==> config.mk <==
export PLATFORM = sky130hd
export DESIGN_NAME = gpio_irq_port
export DESIGN_NICKNAME = d
export VERILOG_FILES = /design/src/rtl/gpio_port_pkg.sv /design/src/rtl/gpio_cfg_reg.sv /design/src/rtl/gpio_in_sync.sv /design/src/rtl/gpio_irq_detect.sv /design/src/rtl/gpio_pad_ctrl.sv /design/src/rtl/gpio_irq_port.sv
export SDC_FILE = /design/constraint.sdc
export NUM_CORES = 1
export LEC_CHECK = 0
export BUFFER_PORTS_ARGS = -buffer_cell sky130_fd_sc_hd__buf_2
export CAP_MARGIN = 20
export CORE_AREA = 3 3 172 174
export CTS_BUF_LIST = sky130_fd_sc_hd__clkbuf_8
export DETAILED_ROUTE_END_ITERATION = 10
export DIE_AREA = 0 0 175 177
export MAX_ROUTING_LAYER = met4
export PLACE_DENSITY = 0.92
export SLEW_MARGIN = 25
export SYNTH_ARGS = -nofsm -noshare
export SYNTH_HDL_FRONTEND = slang
export SYNTH_SLANG_ARGS = --single-unit
==> constraint.sdc <==
create_clock -name clk -period 6.65 [get_ports clk]
set_input_delay 1.995 -clock clk [delete_from_list [all_inputs] [get_ports clk]]
set_output_delay 1.995 -clock clk [all_outputs]
set_load 0.02 [all_outputs]
==> src/rtl/gpio_port_pkg.sv <==
// Package: shared constants, register indices and offset helpers for the
// interrupt-capable GPIO port. Assumes an 8-bit byte-offset register space.
package gpio_port_pkg;

    localparam int REG_AW  = 8;
    localparam int NUM_CFG = 7;

    // Index of each configuration register; offset = 0x10 * (index + 1).
    typedef enum logic [2:0] {
        CFG_DATA = 3'd0,
        CFG_MASK = 3'd1,
        CFG_PULL = 3'd2,
        CFG_FUNC = 3'd3,
        CFG_SEL  = 3'd4,
        CFG_DIR  = 3'd5,
        CFG_TRIG = 3'd6
    } cfg_idx_e;

    localparam logic [REG_AW-1:0] OFS_PIN      = 8'h00;
    localparam logic [REG_AW-1:0] OFS_FLAG     = 8'h80;
    localparam logic [REG_AW-1:0] OFS_FLAG_CLR = 8'h84;

    // Low nibble of an offset inside one register's window.
    localparam logic [3:0] SUB_PLAIN = 4'h0;
    localparam logic [3:0] SUB_SET   = 4'h4;
    localparam logic [3:0] SUB_CLR   = 4'h8;

    // Two-bit alternate-function codes driven per pin.
    localparam logic [1:0] ALT_NONE = 2'b00;
    localparam logic [1:0] ALT_ONE  = 2'b01;
    localparam logic [1:0] ALT_TWO  = 2'b10;
    localparam logic [1:0] ALT_THR  = 2'b11;

    // Base offset of configuration register number idx.
    function automatic logic [REG_AW-1:0] cfg_base(input int idx);
        return REG_AW'((idx + 1) * 16);
    endfunction

endpackage

==> src/rtl/gpio_cfg_reg.sv <==
// Module: one configuration register with a plain write address and
// write-one-to-set / write-one-to-clear aliases at +4 and +8.
// Assumes BASE has a zero low nibble.
module gpio_cfg_reg
    import gpio_port_pkg::*;
#(
    parameter int                 WIDTH   = 32,
    parameter logic [REG_AW-1:0]  BASE    = 8'h10,
    parameter logic [WIDTH-1:0]   RST_VAL = '0
) (
    input  logic              clk,
    input  logic              rst_n,
    input  logic              we,
    input  logic [REG_AW-1:0] addr,
    input  logic [WIDTH-1:0]  wdata,
    output logic [WIDTH-1:0]  q
);

    logic in_window;
    assign in_window = (addr[REG_AW-1:4] == BASE[REG_AW-1:4]);

    // Apply a plain, set or clear write to the stored value.
    always_ff @(posedge clk) begin
        if (!rst_n) begin
            q <= RST_VAL;
        end else if (we && in_window) begin
            case (addr[3:0])
                SUB_PLAIN: q <= wdata;
                SUB_SET:   q <= q | wdata;
                SUB_CLR:   q <= q & ~wdata;
                default:   q <= q;
            endcase
        end
    end

endmodule

==> src/rtl/gpio_in_sync.sv <==
// Module: multi-stage synchronizer for the pad inputs.
// Assumes each pad bit is synchronized on its own, so no bus coherency.
module gpio_in_sync #(
    parameter int WIDTH  = 32,
    parameter int STAGES = 2
) (
    input  logic             clk,
    input  logic             rst_n,
    input  logic [WIDTH-1:0] pad_in,
    output logic [WIDTH-1:0] sync_out
);

    logic [WIDTH-1:0] stg [STAGES];

    // Shift the pad levels through the synchronizer chain.
    always_ff @(posedge clk) begin
        if (!rst_n) begin
            for (int i = 0; i < STAGES; i++) stg[i] <= '0;
        end else begin
            stg[0] <= pad_in;
            for (int i = 1; i < STAGES; i++) stg[i] <= stg[i-1];
        end
    end

    assign sync_out = stg[STAGES-1];

endmodule

==> src/rtl/gpio_irq_detect.sv <==
// Module: per-pin edge/level detector and sticky pending flags.
// Assumes lvl is already synchronous. A new hit wins over a clear in the same cycle.
module gpio_irq_detect #(
    parameter int WIDTH = 32
) (
    input  logic             clk,
    input  logic             rst_n,
    input  logic [WIDTH-1:0] lvl,
    input  logic [WIDTH-1:0] irq_en,
    input  logic [WIDTH-1:0] edge_sel,
    input  logic [WIDTH-1:0] pol,
    input  logic             clr_en,
    input  logic [WIDTH-1:0] clr_bits,
    output logic [WIDTH-1:0] flag
);

    logic [WIDTH-1:0] prev;
    logic [WIDTH-1:0] hit;
    logic [WIDTH-1:0] clr_vec;

    // Remember last cycle's level for edge detection.
    always_ff @(posedge clk) begin
        if (!rst_n) prev <= '0;
        else        prev <= lvl;
    end

    for (genvar gi = 0; gi < WIDTH; gi++) begin : g_pin
        // Decide whether this pin qualifies in the current cycle.
        always_comb begin
            if (!irq_en[gi])
                hit[gi] = 1'b0;
            else if (edge_sel[gi])
                hit[gi] = pol[gi] ? (lvl[gi] & ~prev[gi]) : (~lvl[gi] & prev[gi]);
            else
                hit[gi] = (lvl[gi] == pol[gi]);
        end
    end

    assign clr_vec = clr_en ? clr_bits : '0;

    // Latch pending flags; a hit overrides a simultaneous clear.
    always_ff @(posedge clk) begin
        if (!rst_n) flag <= '0;
        else        flag <= (flag & ~clr_vec) | hit;
    end

endmodule

==> src/rtl/gpio_pad_ctrl.sv <==
// Module: per-pin mode decode into pad controls and alternate-function codes.
// Assumes the alternate peripherals drive the pad themselves when selected.
module gpio_pad_ctrl
    import gpio_port_pkg::*;
#(
    parameter int WIDTH = 32
) (
    input  logic [WIDTH-1:0]   data,
    input  logic [WIDTH-1:0]   dir,
    input  logic [WIDTH-1:0]   pull,
    input  logic [WIDTH-1:0]   func,
    input  logic [WIDTH-1:0]   sel,
    input  logic [WIDTH-1:0]   trig,
    output logic [WIDTH-1:0]   pad_out,
    output logic [WIDTH-1:0]   pad_oe,
    output logic [WIDTH-1:0]   pad_pull_en,
    output logic [2*WIDTH-1:0] alt_fn_sel,
    output logic [WIDTH-1:0]   irq_en
);

    assign pad_pull_en = ~pull;

    for (genvar gi = 0; gi < WIDTH; gi++) begin : g_pin
        logic plain;
        assign plain      = ~func[gi] & ~sel[gi];
        assign irq_en[gi] = ~func[gi] &  sel[gi];

        // Drive the pad only in plain GPIO output mode.
        always_comb begin
            pad_oe[gi]  = plain & dir[gi];
            pad_out[gi] = plain & dir[gi] & data[gi];
        end

        // Encode the alternate function from select and trigger.
        always_comb begin
            if (!func[gi])      alt_fn_sel[2*gi +: 2] = ALT_NONE;
            else if (!sel[gi])  alt_fn_sel[2*gi +: 2] = ALT_ONE;
            else if (!trig[gi]) alt_fn_sel[2*gi +: 2] = ALT_TWO;
            else                alt_fn_sel[2*gi +: 2] = ALT_THR;
        end
    end

endmodule

==> src/rtl/gpio_irq_port.sv <==
// Module: top of the interrupt-capable GPIO port. Register bank, input
// synchronizer, interrupt detector and pad decode. Combinational read data.
// Assumes a single-cycle write strobe and a byte-offset address.
module gpio_irq_port
    import gpio_port_pkg::*;
#(
    parameter int WIDTH       = 32,
    parameter int SYNC_STAGES = 2
) (
    input  logic               clk,
    input  logic               rst_n,
    input  logic               bus_we,
    input  logic [7:0]         bus_addr,
    input  logic [WIDTH-1:0]   bus_wdata,
    output logic [WIDTH-1:0]   bus_rdata,
    input  logic [WIDTH-1:0]   pad_in,
    output logic [WIDTH-1:0]   pad_out,
    output logic [WIDTH-1:0]   pad_oe,
    output logic [WIDTH-1:0]   pad_pull_en,
    output logic [2*WIDTH-1:0] alt_fn_sel,
    output logic               irq_out
);

    logic [WIDTH-1:0] cfg_q [NUM_CFG];
    logic [WIDTH-1:0] data_q, mask_q, pull_q, func_q, sel_q, dir_q, trig_q;
    logic [WIDTH-1:0] pin_lvl;
    logic [WIDTH-1:0] flag_q;
    logic [WIDTH-1:0] irq_en;
    logic             flag_clr_en;

    for (genvar g = 0; g < NUM_CFG; g++) begin : g_cfg
        localparam logic [WIDTH-1:0] RV =
            (g == int'(CFG_PULL)) ? {WIDTH{1'b1}} : {WIDTH{1'b0}};
        gpio_cfg_reg #(
            .WIDTH   (WIDTH),
            .BASE    (cfg_base(g)),
            .RST_VAL (RV)
        ) i_reg (
            .clk   (clk),
            .rst_n (rst_n),
            .we    (bus_we),
            .addr  (bus_addr),
            .wdata (bus_wdata),
            .q     (cfg_q[g])
        );
    end

    assign data_q = cfg_q[CFG_DATA];
    assign mask_q = cfg_q[CFG_MASK];
    assign pull_q = cfg_q[CFG_PULL];
    assign func_q = cfg_q[CFG_FUNC];
    assign sel_q  = cfg_q[CFG_SEL];
    assign dir_q  = cfg_q[CFG_DIR];
    assign trig_q = cfg_q[CFG_TRIG];

    gpio_in_sync #(
        .WIDTH  (WIDTH),
        .STAGES (SYNC_STAGES)
    ) i_sync (
        .clk      (clk),
        .rst_n    (rst_n),
        .pad_in   (pad_in),
        .sync_out (pin_lvl)
    );

    assign flag_clr_en = bus_we && (bus_addr == OFS_FLAG_CLR);

    gpio_irq_detect #(
        .WIDTH (WIDTH)
    ) i_det (
        .clk      (clk),
        .rst_n    (rst_n),
        .lvl      (pin_lvl),
        .irq_en   (irq_en),
        .edge_sel (trig_q),
        .pol      (dir_q),
        .clr_en   (flag_clr_en),
        .clr_bits (bus_wdata),
        .flag     (flag_q)
    );

    gpio_pad_ctrl #(
        .WIDTH (WIDTH)
    ) i_pad (
        .data        (data_q),
        .dir         (dir_q),
        .pull        (pull_q),
        .func        (func_q),
        .sel         (sel_q),
        .trig        (trig_q),
        .pad_out     (pad_out),
        .pad_oe      (pad_oe),
        .pad_pull_en (pad_pull_en),
        .alt_fn_sel  (alt_fn_sel),
        .irq_en      (irq_en)
    );

    // Combine unmasked pending flags into the summary line.
    assign irq_out = |(flag_q & ~mask_q);

    // Return the addressed register; aliases and holes read as zero.
    always_comb begin
        bus_rdata = '0;
        if (bus_addr == OFS_PIN)       bus_rdata = pin_lvl;
        else if (bus_addr == OFS_FLAG) bus_rdata = flag_q;
        else begin
            for (int k = 0; k < NUM_CFG; k++)
                if (bus_addr == cfg_base(k)) bus_rdata = cfg_q[k];
        end
    end

endmodule

-- Word level (Yosys, flattened, before mapping)
Memory sizes are Yosys's and may differ from the RTL's.
Index checks and enable logic that the tools add are counted.
- reduce and logical (&&, ||, !) cells: 19
- mux-type cells: 213
- equal/unequal tests: 50
- bitwise logic cells: 343
- operators by type and width (kind ; number):
    $pmux 32 s3 ; 7
    $mux 32 ; 12
    $and 32x32->32 ; 9
    $or 32x32->32 ; 8
    $and 1x1->1 ; 192
    $mux 1 ; 130
    $mux 2 ; 64
    $not 1->1 ; 128
    $not 32->32 ; 4
    $eq 1x1->1 ; 32
    $eq 8x7->1 const B ; 4
    $reduce_or 32->1 ; 1
    $eq 4x3->1 const B ; 5
    $eq 8x6->1 const B ; 2
    $eq 8x8->1 const B ; 2
    $reduce_and 2->1 ; 7
    $eq 4x2->1 const B ; 2
    $eq 8x5->1 const B ; 1
    $logic_and 1x1->1 ; 8
    $logic_not 8->1 ; 1
    $eq 4x1->1 const B ; 1
    $eq 4x4->1 const B ; 1
    $logic_not 4->1 ; 1
    $reduce_bool 3->1 ; 1
    $or 1x1->1 ; 2
- output and inout port bits: 193
- bits in registers: 288
- RAM bits: 64
- memories kept: 1
- memory list (name ; words ; bits a word ; rd ports ; clocked after Yosys merged registers in ; write ports ; line ; source):
    i_sync.stg ; 2 ; 32 ; 2 ; 0 ; 2 ; gpio_in_sync.sv:13 ; logic [WIDTH-1:0] stg [STAGES];

-- Longest topological paths before layout
Gate-level depths: netlist (run 1).
- depth after elaboration: 10
- gate-level depth with buffers: 7
- depth with buffers taken out: 4

-- By module
From an unflattened synthesis (run 1), not the netlist that was laid out.
- cell total of the unflattened synthesis: 2140
- area, all modules: 19652.6 µm²
- modules (own cells, without submodules) (module ; area each (µm²) ; cells each ; instances):
    gpio_cfg_reg (g_cfg[0].i_reg ...) ; 1400.1 ; 122 ; 3
    gpio_irq_port ; 3198.1 ; 497 ; 1
    gpio_irq_detect ; 2952.8 ; 366 ; 1
    gpio_cfg_reg (g_cfg[4].i_reg ...) ; 1417.6 ; 122 ; 2
    gpio_in_sync ; 2031.9 ; 166 ; 1
    gpio_cfg_reg (g_cfg[2].i_reg) ; 1525.2 ; 155 ; 1
    gpio_pad_ctrl ; 1482.7 ; 224 ; 1
    gpio_cfg_reg (g_cfg[6].i_reg) ; 1426.4 ; 122 ; 1

-- Worst setup path after synthesis (run 1)
Ideal clock, no wire load.
- path kind: input-to-output
- start: input port bus_addr[3]
- end: output port bus_rdata[22]
- data arrival time: 3638 ps
- slack: 1017 ps
- data required time: 4655 ps
- buffers on the path: 1
- stages: 5
- cells stage by stage: or4_1 -> nor2_1 -> clkbuf_1 -> a22oi_1 -> o221ai_1
- cells in the longest elaborated chain, start to end: 10
- elaborated cells on any way between the ends: 18
- those cells by class: eq/ne (8); mux (9); reduce/logical (1)
- ends and longest elaborated chain (item ; line ; source):
    from (decl) ; gpio_irq_port.sv:13 ; input logic [7:0] bus_addr,
    $eq 8x5->1 ; gpio_irq_port.sv:108 ; if (bus_addr == cfg_base(k)) bus_rdata = cfg_q[k];
    $mux 32 (7 in series) ; gpio_irq_port.sv:108 ;
    $mux 32 ; gpio_irq_port.sv:105 ; else if (bus_addr == OFS_FLAG) bus_rdata = flag_q;
    $mux 32 (*) ; gpio_irq_port.sv:104 ; if (bus_addr == OFS_PIN) bus_rdata = pin_lvl;
    to (decl) ; gpio_irq_port.sv:15 ; output logic [WIDTH-1:0] bus_rdata,
Every way passes the cells marked *; elsewhere a longest branch is shown, timed or not.

-- Final worst setup path (run 1)
- start: input port bus_addr[3]
- end: output port bus_rdata[10]
The elaborated chain is that of the path after synthesis.

==> results of run 1 <==
[synth_stat cells (3+ instances only)]
cell type / number
dfxtp_1: 352
a21oi_1: 258
a211oi_1: 224
and2_1: 161
clkbuf_1: 153
inv_1: 129
o21a_1: 64
o21ai_0: 63
a22oi_1: 60
o22ai_1: 47
nor2_1: 37
mux2i_1: 35
nor3_1: 35
xnor2_1: 33
a2111oi_0: 32
a22o_1: 32
a31oi_1: 32
mux2_2: 32
nand2_1: 32
xor2_1: 32
o221ai_1: 30
buf_2: 16
buf_4: 12
nor4_4: 7
buf_1: 6
nand2b_1: 4
nor4_1: 4
or3_1: 3
[power by group through the flow]
stage	logic (W)	registers [W]	clock network [W]
after floorplan	0.000215	0.00220	0
after global placement	0.000308	0.00220	0
after detailed placement	0.000315	0.00220	0
after CTS	0.000318	0.00216	0.00198
after global routing	0.000346	0.00216	0.00208
final	0.000331	0.00216	0.00198
[worst max-delay path, cell delays in order]
cell,delay (ps)
buf_2,130
or4_2,970
buf_4,420
nor3_1,350
nor2_1,70
a21oi_1,220
buf_2,200
[final cells by class]
| cell class | count | area share |
|---|---|---|
| multi-input cells | 1270 | 0.441 |
| diodes | 2 | 0.000256 |
| inverters | 130 | 0.0252 |
| repair buffers | 311 | 0.0867 |
| clock buffers | 79 | 0.0555 |
| clock inverters | 24 | 0.00684 |
| flip-flops and latches | 352 | 0.360 |
| well taps | 378 | 0.0242 |
[registers in the layout, indices dropped and copies added, names as in the netlist]
signal and count:
g_cfg.i_reg.q 224, i_sync.stg 64, i_det.prev 32, i_det.flag 32
[logic make-up after synthesis]
| kind of cell | count (synthesis) | synth area share |
|---|---|---|
| AOI/OAI and AO/OA | 844 | 0.329 |
| and+or+nand+nor | 294 | 0.103 |
| buffers and inverters | 317 | 0.0744 |
| DFF | 352 | 0.417 |
| xor gates and xnor gates | 65 | 0.0337 |
| muxes | 67 | 0.0421 |
[metal layers]
layer | global-route usage | wire (µm) | vias to the layer above
met1 | 0.458 | 21700 | 7817
met2 | 0.565 | 26000 | 1380
met3 | 0.0841 | 7510 | 312
met4 | 0.179 | 3200 | 0
met5 | - | 0 | -
li1 | - | - | 7489
[metrics by stage]
step                cell area (µm²)  std cells  hold WS (ps)
global route                  19600       2546           441
global placement              18400       2441           415
detailed placement            18400       2441           420
floorplan                     16900       1939           412
CTS                           19600       2544           435
finish                        19600       2546           432
[path summary, 6_finish.rpt]
kind	depth (start not counted)	slack (ps)	start	to
min	1	430	i_sync.stg[0][8]$_SDFF_PN0_	i_sync.stg[0][40]$_SDFF_PN0_
max	7	230	bus_addr[3]	bus_rdata[10]
max reg2reg	3	5300	g_cfg[5].i_reg.q[12]$_SDFFE_PN0P_	i_det.flag[12]$_SDFF_PN0_
min reg2reg	1	430	i_sync.stg[0][8]$_SDFF_PN0_	i_sync.stg[0][40]$_SDFF_PN0_
==> impl_metrics.tcl, run 1 <==
set metrics [dict create \
    status "finished clean" \
    die_h_um 177 \
    post-route-util 0.701 \
    ant_nets 0 \
    cp-start-kind "primary input" \
    die_w_um 175 \
    grt_pass1_vias 16300 \
    synth_area_leaders "dfxtp_1 42%, a211oi_1 10%, a21oi_1 7.7%" \
    yosysSeqAreaShare 0.417 \
    initial_core_util 0.604 \
    async_flop_share 0 \
    drv_slew 0 \
    synth_nets 2014 \
    cts_hold_buf 0 \
    grt-ovfl-total 0 \
    max_cap_viol_count 0 \
    tritoncts "done" \
    ys_seq_elements 352 \
    syn_to_final_growth_pct 16.0 \
    syn-cell-area_um2 16900 \
    synth_cells 1939 \
    vias_per_cell 6.68 \
    switching_share 0.254 \
    post-route-period-util 0.966 \
    clockBufferDepth 3 \
    grt_usage 0.367 \
    grt_pass1_wl_mm 89.0 \
    critPathArrivalTime_ps 4430 \
    clockRootBuffer "clkbuf_8" \
    crit_type "in -> out" \
    final_cell_mix "352 x dfxtp_1, 265 x buf_2, 258 x a21oi_1" \
    yosys.area.top_type "dfxtp_1" \
    fp.coreArea_um2 27900 \
    synth_cell_types 40 \
    clkTransAtPathRegs_ps 60 \
    pwr-share-seq 0.483 \
    drc 0 \
    pre_cts_slack_ps 316 \
    hp-class "reg -> reg" \
    final.min_clock_period_ps 6420 \
    post_drt_wl_per_cell_um 22.9 \
    cts_sinks 352 \
    row_count 61 \
    rsz0062_at_grt "no" \
    io_buffers 267 \
    maxSlewHeadroom 0.259 \
    place.gp.congestion 0.951 \
    p_per_area_nw_per_um2 228 \
    dpl.hpwl_mm 37.1 \
    yosysWarnings 0 \
    postCtsSetupBuffers 0 \
    dieArea_um2 31000 \
    cts_resized 0 \
    vias 17000 \
    finalNetCount 2198 \
    drive_above_1_share 0.209 \
    p_int_w 0.00333 \
    grt_max_degree 116 \
    clockPowerShare 0.443 \
    final_common_cell "dfxtp_1" \
    max_freq_mhz 156 \
    leakage_nw 7.73 \
    seq_area_um2 7050 \
    yosys.area.top_type_share 0.417 \
    p_sw_w 0.00114 \
    avgSynthCellArea_um2 8.70 \
    synth_edf_count 0 \
    hold_violations 0 \
    drt_iter0_markers 2693 \
    crit_fanout 50 \
    fin_skew_ps 8.57 \
    setup_viol 0 \
    setup_ws_ps 228 \
    clkLatencyLatePin_ps 600 \
    ys.flop_type "dfxtp_1" \
    crit_required_ps 4660 \
    cts_buffers 58 \
    total_power_w 0.00446 \
    firstDrtPassIters 7 \
    fin_tns_setup_ps 0 \
    cp-end-kind "output pin" \
    comb_power_share 0.074 \
    worst_slew_pin_slew_ps 1110 \
    io_pins 268 \
    totalWireLength_mm 58.4 \
    ir_drop_mv 0.176 \
    h-tree-depth 2 \
    antenna_found_initial 2 \
    multi_input_area_um2 8640 \
    fillerInstances 2145 \
]
Power figures use the tool's default switching activity.
==> run 2, diff against run 1 <==
- CORE_AREA: 3 3 172 174 -> 3 3 231 233
- DIE_AREA: 0 0 175 177 -> 0 0 234 236
- PLACE_DENSITY: 0.92 -> 0.62
- clock period: 6.65 -> 5.4 ns (I/O delays scaled with it)
==> run 2 against run 1 <==
Effect of this change:
- register-to-register slack worse by 1300 ps
- utilization is 30 points lower
- cell count is 13% higher
- via count is 3.7% lower
- design area is 4.1% higher
- worst hold slack worse by 2.5 ps
- largest power group is now clock
- global-route usage is 13 points lower
==> impl_metrics.tcl, run 2 (synthesis results as in run 1) <==
set metrics [dict create \
    status "finished clean" \
    final_common_cell "dfxtp_1" \
    antenna_found_initial 4 \
    grt-ovfl-total 0 \
    postCtsSetupBuffers 0 \
    pre_cts_slack_ps 20.7 \
    drc 0 \
    totalWireLength_mm 65.1 \
    path_cells "buf_2, or4_2, nor2_4, buf_12, a22oi_1, o221ai_1, buf_2" \
    vias 16400 \
    ir_drop_mv 0.128 \
    syn_to_final_growth_pct 20.7 \
    multi_input_area_um2 8640 \
    clockBufferDepth 3 \
    post-route-util 0.396 \
    dpl.hpwl_mm 44.7 \
    grt_pass1_wl_mm 97.7 \
    fin_skew_ps 18.2 \
    final.min_clock_period_ps 5310 \
    cts_buffers 67 \
    ant_nets 0 \
    final_cell_mix "352 x dfxtp_1, 264 x buf_2, 258 x a21oi_1" \
    io_buffers 267 \
    setup_viol 0 \
    cts_hold_buf 0 \
    finalNetCount 2225 \
    cts_resized 0 \
    rsz0062_at_grt "no" \
    place.gp.congestion 0.893 \
    clkTransAtPathRegs_ps 60 \
    die_h_um 236 \
    post-route-period-util 0.984 \
    row_count 83 \
    io_pins 268 \
    fp.coreArea_um2 51400 \
    firstDrtPassIters 6 \
    hp-class "reg -> reg" \
    hold_violations 0 \
    cpPeakStageDelay_ps 840 \
    grt_pass1_vias 16200 \
    crit_top_cell "buf_2" \
    dieArea_um2 55200 \
    seq_area_um2 7050 \
    largest_reg_flops 224 \
    grt_max_degree 106 \
    vias_per_cell 5.67 \
    critPathArrivalTime_ps 3690 \
    clockRootBuffer "clkbuf_8" \
    drv_slew 0 \
    grt_usage 0.236 \
    h-tree-depth 3 \
    whs_path_depth 1 \
    reg_top3 "g_cfg.i_reg.q: 224 flops, i_sync.stg: 64 flops" \
    cp-start-kind "primary input" \
    slowest_stage "or4_2" \
    die_w_um 234 \
    setup_ws_ps 88.0 \
    crit_required_ps 3780 \
    clkLatencyLatePin_ps 640 \
    post_drt_wl_per_cell_um 22.6 \
    r2r_slack_ps 4050 \
    max_cap_viol_count 0 \
    maxSlewHeadroom 0.335 \
    crit_type "in -> out" \
    drt_iter0_markers 1504 \
    drive_above_1_share 0.219 \
    r2r_cells 3 \
    initial_core_util 0.328 \
    regMostFlops "g_cfg.i_reg.q" \
    p_per_area_nw_per_um2 288 \
    cts_sinks 352 \
    crit_fanout 14 \
    fillerInstances 5140 \
    fin_tns_setup_ps 0 \
    cp-end-kind "output pin" \
    worst_slew_pin_slew_ps 991 \
    max_freq_mhz 188 \
    tritoncts "done" \
    leakage_nw 7.96 \
]
[run 2: cell types whose count changed in the layout (fill, tap and decap cells not counted)]
cell,delta
buf_12,+5
buf_2,-1
buf_4,+14
bufinv_16,+1
clkbuf_8,+14
clkinv_2,-2
clkinvlp_4,-2
diode_2,+2
inv_1,+4
[run 2: critical path: cells and delay by family]
| kind | cells | cell delay [ps] |
|---|---|---|
| AOI/OAI and AO/OA | 2 | 400 |
| buffers and inverters | 3 | 530 |
| and+or+nand+nor | 2 | 1120 |
[run 2: path summary, 6_finish.rpt]
check | start | to
worst max register to register | g_cfg[5].i_reg.q[0]$_SDFFE_PN0P_ | i_det.flag[0]$_SDFF_PN0_
worst min register to register | i_sync.stg[0][2]$_SDFF_PN0_ | i_sync.stg[0][34]$_SDFF_PN0_
worst max-delay path | bus_addr[3] | bus_rdata[9]
worst min-delay path | i_sync.stg[0][2]$_SDFF_PN0_ | i_sync.stg[0][34]$_SDFF_PN0_
[run 2: final cells by class]
class,count,area share
Sequential cell,352,0.346
Timing Repair Buffer,329,0.0931
Tap cell,680,0.0418
Antenna cell,4,0.000491
Clock buffer,93,0.0628
Multi-Input combinational cell,1270,0.424
Clock inverter,25,0.00755
Inverter,130,0.0242
[run 2: where the power goes]
group / internal, W / switching [W]
registers: 0.00263 / 0.0000228
clock network: 0.00162 / 0.00117
logic: 0.000131 / 0.000292
total: 0.00438 / 0.00149
[run 2: through the flow]
step	hold slack [ps]	area [µm²]	cells	total power (W)
floorplan	412	16900	1939	0.00297
global placement	417	18900	2761	0.00312
detailed placement	419	18900	2761	0.00313
CTS	426	20400	2879	0.00591
global route	443	20400	2883	0.00606
finish	430	20400	2883	0.00587
[run 2: routing by layer]
layer / global-route usage / vias up / part of all wire
li1: - / 7543 / -
met5: - / - / 0
met3: 0.0448 / 186 / 0.083
met2: 0.367 / 832 / 0.46
met4: 0.0968 / 0 / 0.038
met1: 0.301 / 7800 / 0.42
